$ cat src/rtl/vic_pkg.sv
package vic_pkg;
  localparam int unsigned WORD_W = 32;

  typedef enum logic [1:0] {
    TRIG_LOW  = 2'd0,
    TRIG_HIGH = 2'd1,
    TRIG_FALL = 2'd2,
    TRIG_RISE = 2'd3
  } trig_e;

  localparam int unsigned OFF_VEC  = 'h00;
  localparam int unsigned OFF_PROT = 'h08;
  localparam int unsigned OFF_TRIG = 'h0C;
  localparam int unsigned OFF_PEND = 'h10;
  localparam int unsigned OFF_FIQ  = 'h20;
  localparam int unsigned OFF_EN   = 'h40;
  localparam int unsigned OFF_MASK = 'h50;
endpackage

$ cat src/rtl/vic_src0_latch.sv
module vic_src0_latch
  import vic_pkg::*;
(
  input  logic  clk_i,
  input  logic  rst_ni,
  input  trig_e mode_i,
  input  logic  line_i,
  input  logic  clr_i,
  output logic  pend_o
);
  logic prev_q, pend_q, hit;

  always_comb begin
    unique case (mode_i)
      TRIG_LOW:  hit = ~line_i;
      TRIG_HIGH: hit = line_i;
      TRIG_FALL: hit = prev_q & ~line_i;
      default:   hit = ~prev_q & line_i;
    endcase
  end

  // a trigger in the clearing cycle wins
  always_ff @(posedge clk_i or negedge rst_ni) begin
    if (!rst_ni) begin
      prev_q <= 1'b1;
      pend_q <= 1'b0;
    end else begin
      prev_q <= line_i;
      pend_q <= hit | (pend_q & ~clr_i);
    end
  end

  assign pend_o = pend_q;
endmodule

$ cat src/rtl/vic_prio_enc.sv
module vic_prio_enc #(
  parameter int unsigned N    = 96,
  parameter int unsigned IDXW = $clog2(N)
) (
  input  logic [N-1:0]    act_i,
  output logic            valid_o,
  output logic [IDXW-1:0] idx_o
);
  always_comb begin
    idx_o = '0;
    for (int i = N - 1; i >= 0; i--) begin
      if (act_i[i]) idx_o = IDXW'(i);
    end
  end

  assign valid_o = |act_i;
endmodule

$ cat src/rtl/vic_ctrl.sv
module vic_ctrl
  import vic_pkg::*;
#(
  parameter int unsigned NUM_BANKS = 3,  // 1..4, bounded by bank spacing
  parameter int unsigned ADDR_W    = 8
) (
  input  logic                        clk_i,
  input  logic                        rst_ni,
  input  logic [NUM_BANKS*WORD_W-1:0] src_i,
  input  logic                        req_i,
  input  logic                        we_i,
  input  logic [ADDR_W-1:0]           addr_i,
  input  logic [WORD_W-1:0]           wdata_i,
  output logic [WORD_W-1:0]           rdata_o,
  output logic                        irq_o
);
  localparam int unsigned NUM_SRC = NUM_BANKS * WORD_W;
  localparam int unsigned IDX_W   = $clog2(NUM_SRC);

  logic [NUM_BANKS-1:0][WORD_W-1:0] en_q, mask_q;
  logic [NUM_SRC-1:1]               lvl_q;
  logic                             prot_q;
  trig_e                            trig_q;
  logic                             pend0, clr0;
  logic [NUM_SRC-1:0]               pend_all, en_flat, mask_flat, act;
  logic                             vec_valid;
  logic [IDX_W-1:0]                 vec_idx;
  logic [WORD_W-1:0]                vec_word, rd_d;
  logic                             wr, rd;

  assign wr = req_i & we_i;
  assign rd = req_i & ~we_i;

  assign clr0 = wr & (addr_i == ADDR_W'(OFF_PEND)) & wdata_i[0];

  vic_src0_latch u_src0 (
    .clk_i  (clk_i),
    .rst_ni (rst_ni),
    .mode_i (trig_q),
    .line_i (src_i[0]),
    .clr_i  (clr0),
    .pend_o (pend0)
  );

  always_ff @(posedge clk_i or negedge rst_ni) begin
    if (!rst_ni) begin
      lvl_q  <= '0;
      prot_q <= 1'b0;
      trig_q <= TRIG_LOW;
    end else begin
      lvl_q <= src_i[NUM_SRC-1:1];
      if (wr && addr_i == ADDR_W'(OFF_PROT)) prot_q <= wdata_i[0];
      if (wr && addr_i == ADDR_W'(OFF_TRIG)) trig_q <= trig_e'(wdata_i[1:0]);
    end
  end

  for (genvar b = 0; b < NUM_BANKS; b++) begin : g_bank
    always_ff @(posedge clk_i or negedge rst_ni) begin
      if (!rst_ni) begin
        en_q[b]   <= '0;
        mask_q[b] <= '0;
      end else begin
        if (wr && addr_i == ADDR_W'(OFF_EN + 4 * b))   en_q[b]   <= wdata_i;
        if (wr && addr_i == ADDR_W'(OFF_MASK + 4 * b)) mask_q[b] <= wdata_i;
      end
    end
    assign en_flat[b*WORD_W +: WORD_W]   = en_q[b];
    assign mask_flat[b*WORD_W +: WORD_W] = mask_q[b];
  end

  assign pend_all = {lvl_q, pend0};
  assign act      = pend_all & en_flat & ~mask_flat;

  vic_prio_enc #(.N(NUM_SRC), .IDXW(IDX_W)) u_prio (
    .act_i   (act),
    .valid_o (vec_valid),
    .idx_o   (vec_idx)
  );

  assign irq_o    = vec_valid;
  assign vec_word = vec_valid ? WORD_W'({vec_idx, 2'b00}) : '0;

  always_comb begin
    rd_d = '0;
    if (addr_i == ADDR_W'(OFF_VEC))  rd_d = vec_word;
    if (addr_i == ADDR_W'(OFF_PROT)) rd_d = WORD_W'(prot_q);
    if (addr_i == ADDR_W'(OFF_TRIG)) rd_d = WORD_W'(trig_q);
    for (int b = 0; b < NUM_BANKS; b++) begin
      if (addr_i == ADDR_W'(OFF_PEND + 4 * b)) rd_d = pend_all[b*WORD_W +: WORD_W];
      if (addr_i == ADDR_W'(OFF_EN + 4 * b))   rd_d = en_q[b];
      if (addr_i == ADDR_W'(OFF_MASK + 4 * b)) rd_d = mask_q[b];
    end
  end

  always_ff @(posedge clk_i or negedge rst_ni) begin
    if (!rst_ni)  rdata_o <= '0;
    else if (rd)  rdata_o <= rd_d;
  end
endmodule

$ cat config.mk
export PLATFORM = sky130hd
export DESIGN_NAME = vic_ctrl
export DESIGN_NICKNAME = d
export VERILOG_FILES = /design/src/rtl/vic_pkg.sv /design/src/rtl/vic_src0_latch.sv /design/src/rtl/vic_prio_enc.sv /design/src/rtl/vic_ctrl.sv
export SDC_FILE = /design/constraint.sdc
export NUM_CORES = 1
export LEC_CHECK = 0
export BUFFER_PORTS_ARGS = -buffer_cell sky130_fd_sc_hd__buf_2
export CELL_PAD_IN_SITES_DETAIL_PLACEMENT = 1
export CELL_PAD_IN_SITES_GLOBAL_PLACEMENT = 1
export CORE_MARGIN = 1.5
export CORE_UTILIZATION = 51
export CTS_BUF_LIST = sky130_fd_sc_hd__clkbuf_4 sky130_fd_sc_hd__clkbuf_8 sky130_fd_sc_hd__clkbuf_16
export DETAILED_ROUTE_END_ITERATION = 7
export HOLD_SLACK_MARGIN = 0.08
export PLACE_DENSITY_LB_ADDON = 0.1
export SLEW_MARGIN = 15
export SYNTH_ARGS = -nofsm -noshare
export SYNTH_HDL_FRONTEND = slang
export SYNTH_SLANG_ARGS = --single-unit
$ cat constraint.sdc
create_clock -name clk_i -period 4.4 [get_ports clk_i]
set_input_delay 0.66 -clock clk_i [delete_from_list [all_inputs] [get_ports clk_i]]
set_output_delay 0.66 -clock clk_i [all_outputs]
set_load 0.03 [all_outputs]
==> flow_metrics.tcl <==
set metrics [dict create \
    asyncSetResetFlopFracSynth_pct 100 \
    synth_ff_type "dfrtp_1" \
    ys_seq_elements 324 \
    port_buffers 172 \
    worst-path-buf-inv 1 \
    end_kind "output port" \
    required_ns 3.74 \
    grt_pass1_wl_um 77600 \
    root_buffer "clkbuf_16" \
    result_of_the_run "completed" \
    power_density_nw_per_um2 397 \
    core_region_area_um2 28700 \
    insertedDiodeCount 0 \
    yosysSeqAreaShare_pct 54.5 \
    cp_slowest_cell "or4_1" \
    gr-usage-all-layers_pct 33.6 \
    synth-edff-count 0 \
    count_of_unique_library_cells_instantiated_by_yosys 73 \
    met3_wirelength_um 3270 \
    cts.htree.levels 2 \
    cts_buffers 36 \
    synth_largest_type_area_fraction_pct 54.4 \
    postCtsSetupRepairBufs 0 \
    grt_pass1_vias 12900 \
    gp_congestion 0.944 \
    slew_at_the_pin_with_the_worst_max_slew_slack_ns 1.05 \
    largest_net_degree_at_the_start_of_global_routing 119 \
    num-fill-cells 2993 \
    die_h_um 174 \
    vias 12100 \
    drc 0 \
    yosys.area.top_type "dfrtp_1" \
    r2r_setup_slack_ns 1.35 \
    globalRoute.totalOverflow 0 \
    place_hpwl_um 34500 \
    syn-cell-area_um2 14900 \
    drv.max_cap_violation_count 0 \
    first_pass_iters 8 \
    library_cell_with_the_highest_instance_count_after_synthesis "dfrtp_1" \
    viasPerCell 6.57 \
    worstHoldPathCells 1 \
    synthesis.area_per_instance_um2 11.9 \
    ys.warnings.count 0 \
    syn-num-nets 1386 \
    clock_tree_from_tritoncts "yes" \
    initialDrtViolationCount 1037 \
    maxUsedRoutingLayer "met4" \
    leakage_nw 8.52 \
    die_x_um 174 \
    timing.reg2reg.worst_path_depth 7 \
    synthTopCellsByArea "dfrtp_1, mux2_2, nand3b_1" \
    hold_viol 0 \
    timing_worst_setup_path_type "flop to output port" \
    clock_sink_total 324 \
    crit_path_start "mask_flat[30]" \
    hold-path-endpoint "lvl_q[49]" \
    grt_antenna_before_repair 0 \
    routedWlPerCell_um 27.2 \
    finalSetupViolations 0 \
    finalSetupTns_ns 0 \
    period_share_pct 93.4 \
    cpPeakStageDelay_ns 0.67 \
    cp_top_family "simple AND/OR/NAND/NOR gates" \
    synth_commonest_cells "dfrtp_1, mux2_2, nor2_1" \
    initial_core_util_pct 51.8 \
    layout.nets 1572 \
    areaGrowthSynthToFinish_pct 17.9 \
    final_util_pct 61.1 \
    totalWireLength_um 50100 \
    max-vdd-ir-drop_mv 0.298 \
    r2r-start "mask_flat[30]" \
    met1Wirelength_um 20700 \
    post_route_cells_drive_above_1_share_pct 33.4 \
    clk_latency_ns 0.52 \
    postCtsResizedCells 0 \
    setup_repair_after_global_routing_missed_its_margin "no" \
    cp_max_fo 6 \
    max_clock_freq_mhz 243 \
    synthCells 1246 \
    met2WireLength_um 24600 \
    worst-endpoint-arrival_ns 3.45 \
    placementRows 62 \
    max-clock-path-buffers 3 \
    min-delay-start "src_i[49]" \
    postRouteAntennaNets 0 \
    final.min_clock_period_ns 4.11 \
    die_outline_area_um2 30200 \
    clkTransAtPathRegs_ns 0.06 \
    critPathLaunchType "flop" \
    timing.rr.end "rdata_o[3]" \
    maxSlewHeadroom_pct 30.0 \
    cts_hold_buffers 0 \
    number_of_pins_exceeding_their_max_slew_limit_in_the_final_report 0 \
    final_skew_ns 0.0180 \
    top_level_ports 173 \
    min_path_type "input pin to flop" \
    crit_path_cells "and3b_1 -> nor4_1 -> or4bb_1 -> or4_1 -> or3_2 -> buf_2" \
]
## metal layers
| layer | global-route usage (%) | vias up |
|---|---|---|
| met5 | 0 | - |
| met2 | 56.3 | 504 |
| li1 | - | 5158 |
| met4 | 11.4 | 0 |
| met1 | 44.7 | 6311 |
| met3 | 5.26 | 114 |
## metrics by stage
step                power (mW)  setup slack (ns)  area, um^2  hold WS [ns]  cells
floorplan                 3.55              1.24       14900         0.364   1246
global placement          3.86             0.920       16300         0.480   1778
detailed placement        3.88             0.872       16300         0.478   1778
CTS                       7.00             0.315       17500         0.233   1841
global route              7.18             0.202       17500         0.238   1841
finish                    6.97             0.292       17500         0.244   1841
## cells by family (layout without fill, tap and decap cells)
logic type	after synthesis	in the layout	share of synthesized area, %
simple gates	370	370	14.9
flops	324	324	54.5
compound gates	288	288	13.9
mux	195	195	14.8
buf+inv	67	278	1.84
xor+xnor	2	2	0.118
## worst reg2reg max path, cell delays in order (launching register included)
cell and delay (ns):
dfrtp_1 0.38, and3b_1 0.28, nor4_1 0.37, or4bb_1 0.50, or4_1 0.67, o31ai_1 0.44, a221o_1 0.22, a21oi_1 0.04
## area by class of cell
type	count	area (um^2)	area share, %
sequential	324	8110	46.3
tap	384	480	2.74
timing repair buffer	208	1180	6.73
inverter	7	26.3	0.150
multi-input combinational	855	6490	37.0
clock inverter	8	118	0.671
clock buffer	55	1120	6.41
## worst max path at each step
stage / to / slack (ns) / cells past startpoint
finish: irq_o / 0.29 / 6
global route: irq_o / 0.20 / 6
CTS: irq_o / 0.32 / 6
detailed placement: irq_o / 0.87 / 6
global placement: irq_o / 0.92 / 6
floorplan: irq_o / 1.24 / 6
## sequential cells by signal, summed over array words and instances (netlist names)
signal,count
en_flat,96
lvl_q,95
mask_flat,96
prot_q,1
rdata_o,32
trig_q,2
u_src0.pend_o,1
u_src0.prev_q,1
## report_power, final
part	internal [mW]	switching [mW]	leakage (nW)
clock network	1.93	1.19	0.623
registers	3.11	0.0948	4.23
logic	0.233	0.404	3.67
## layout by cell type, fill, tap and decap left out, types with 11 or more instances in the layout
cell and n:
clkbuf_16 37, a221oi_1 30, nor3_1 11, o211ai_1 12, dfrtp_1 323, nor2_1 77, and3b_1 29, a222oi_1 24
o21ai_0 30, buf_2 171, a21oi_1 62, and2_1 14, buf_4 33, a31oi_1 31, nand3b_1 73, mux2_2 195
nand2_1 66, nand3_1 17, a22oi_1 41, nand4_1 18
Note: power is estimated with default switching activity, not from simulation.
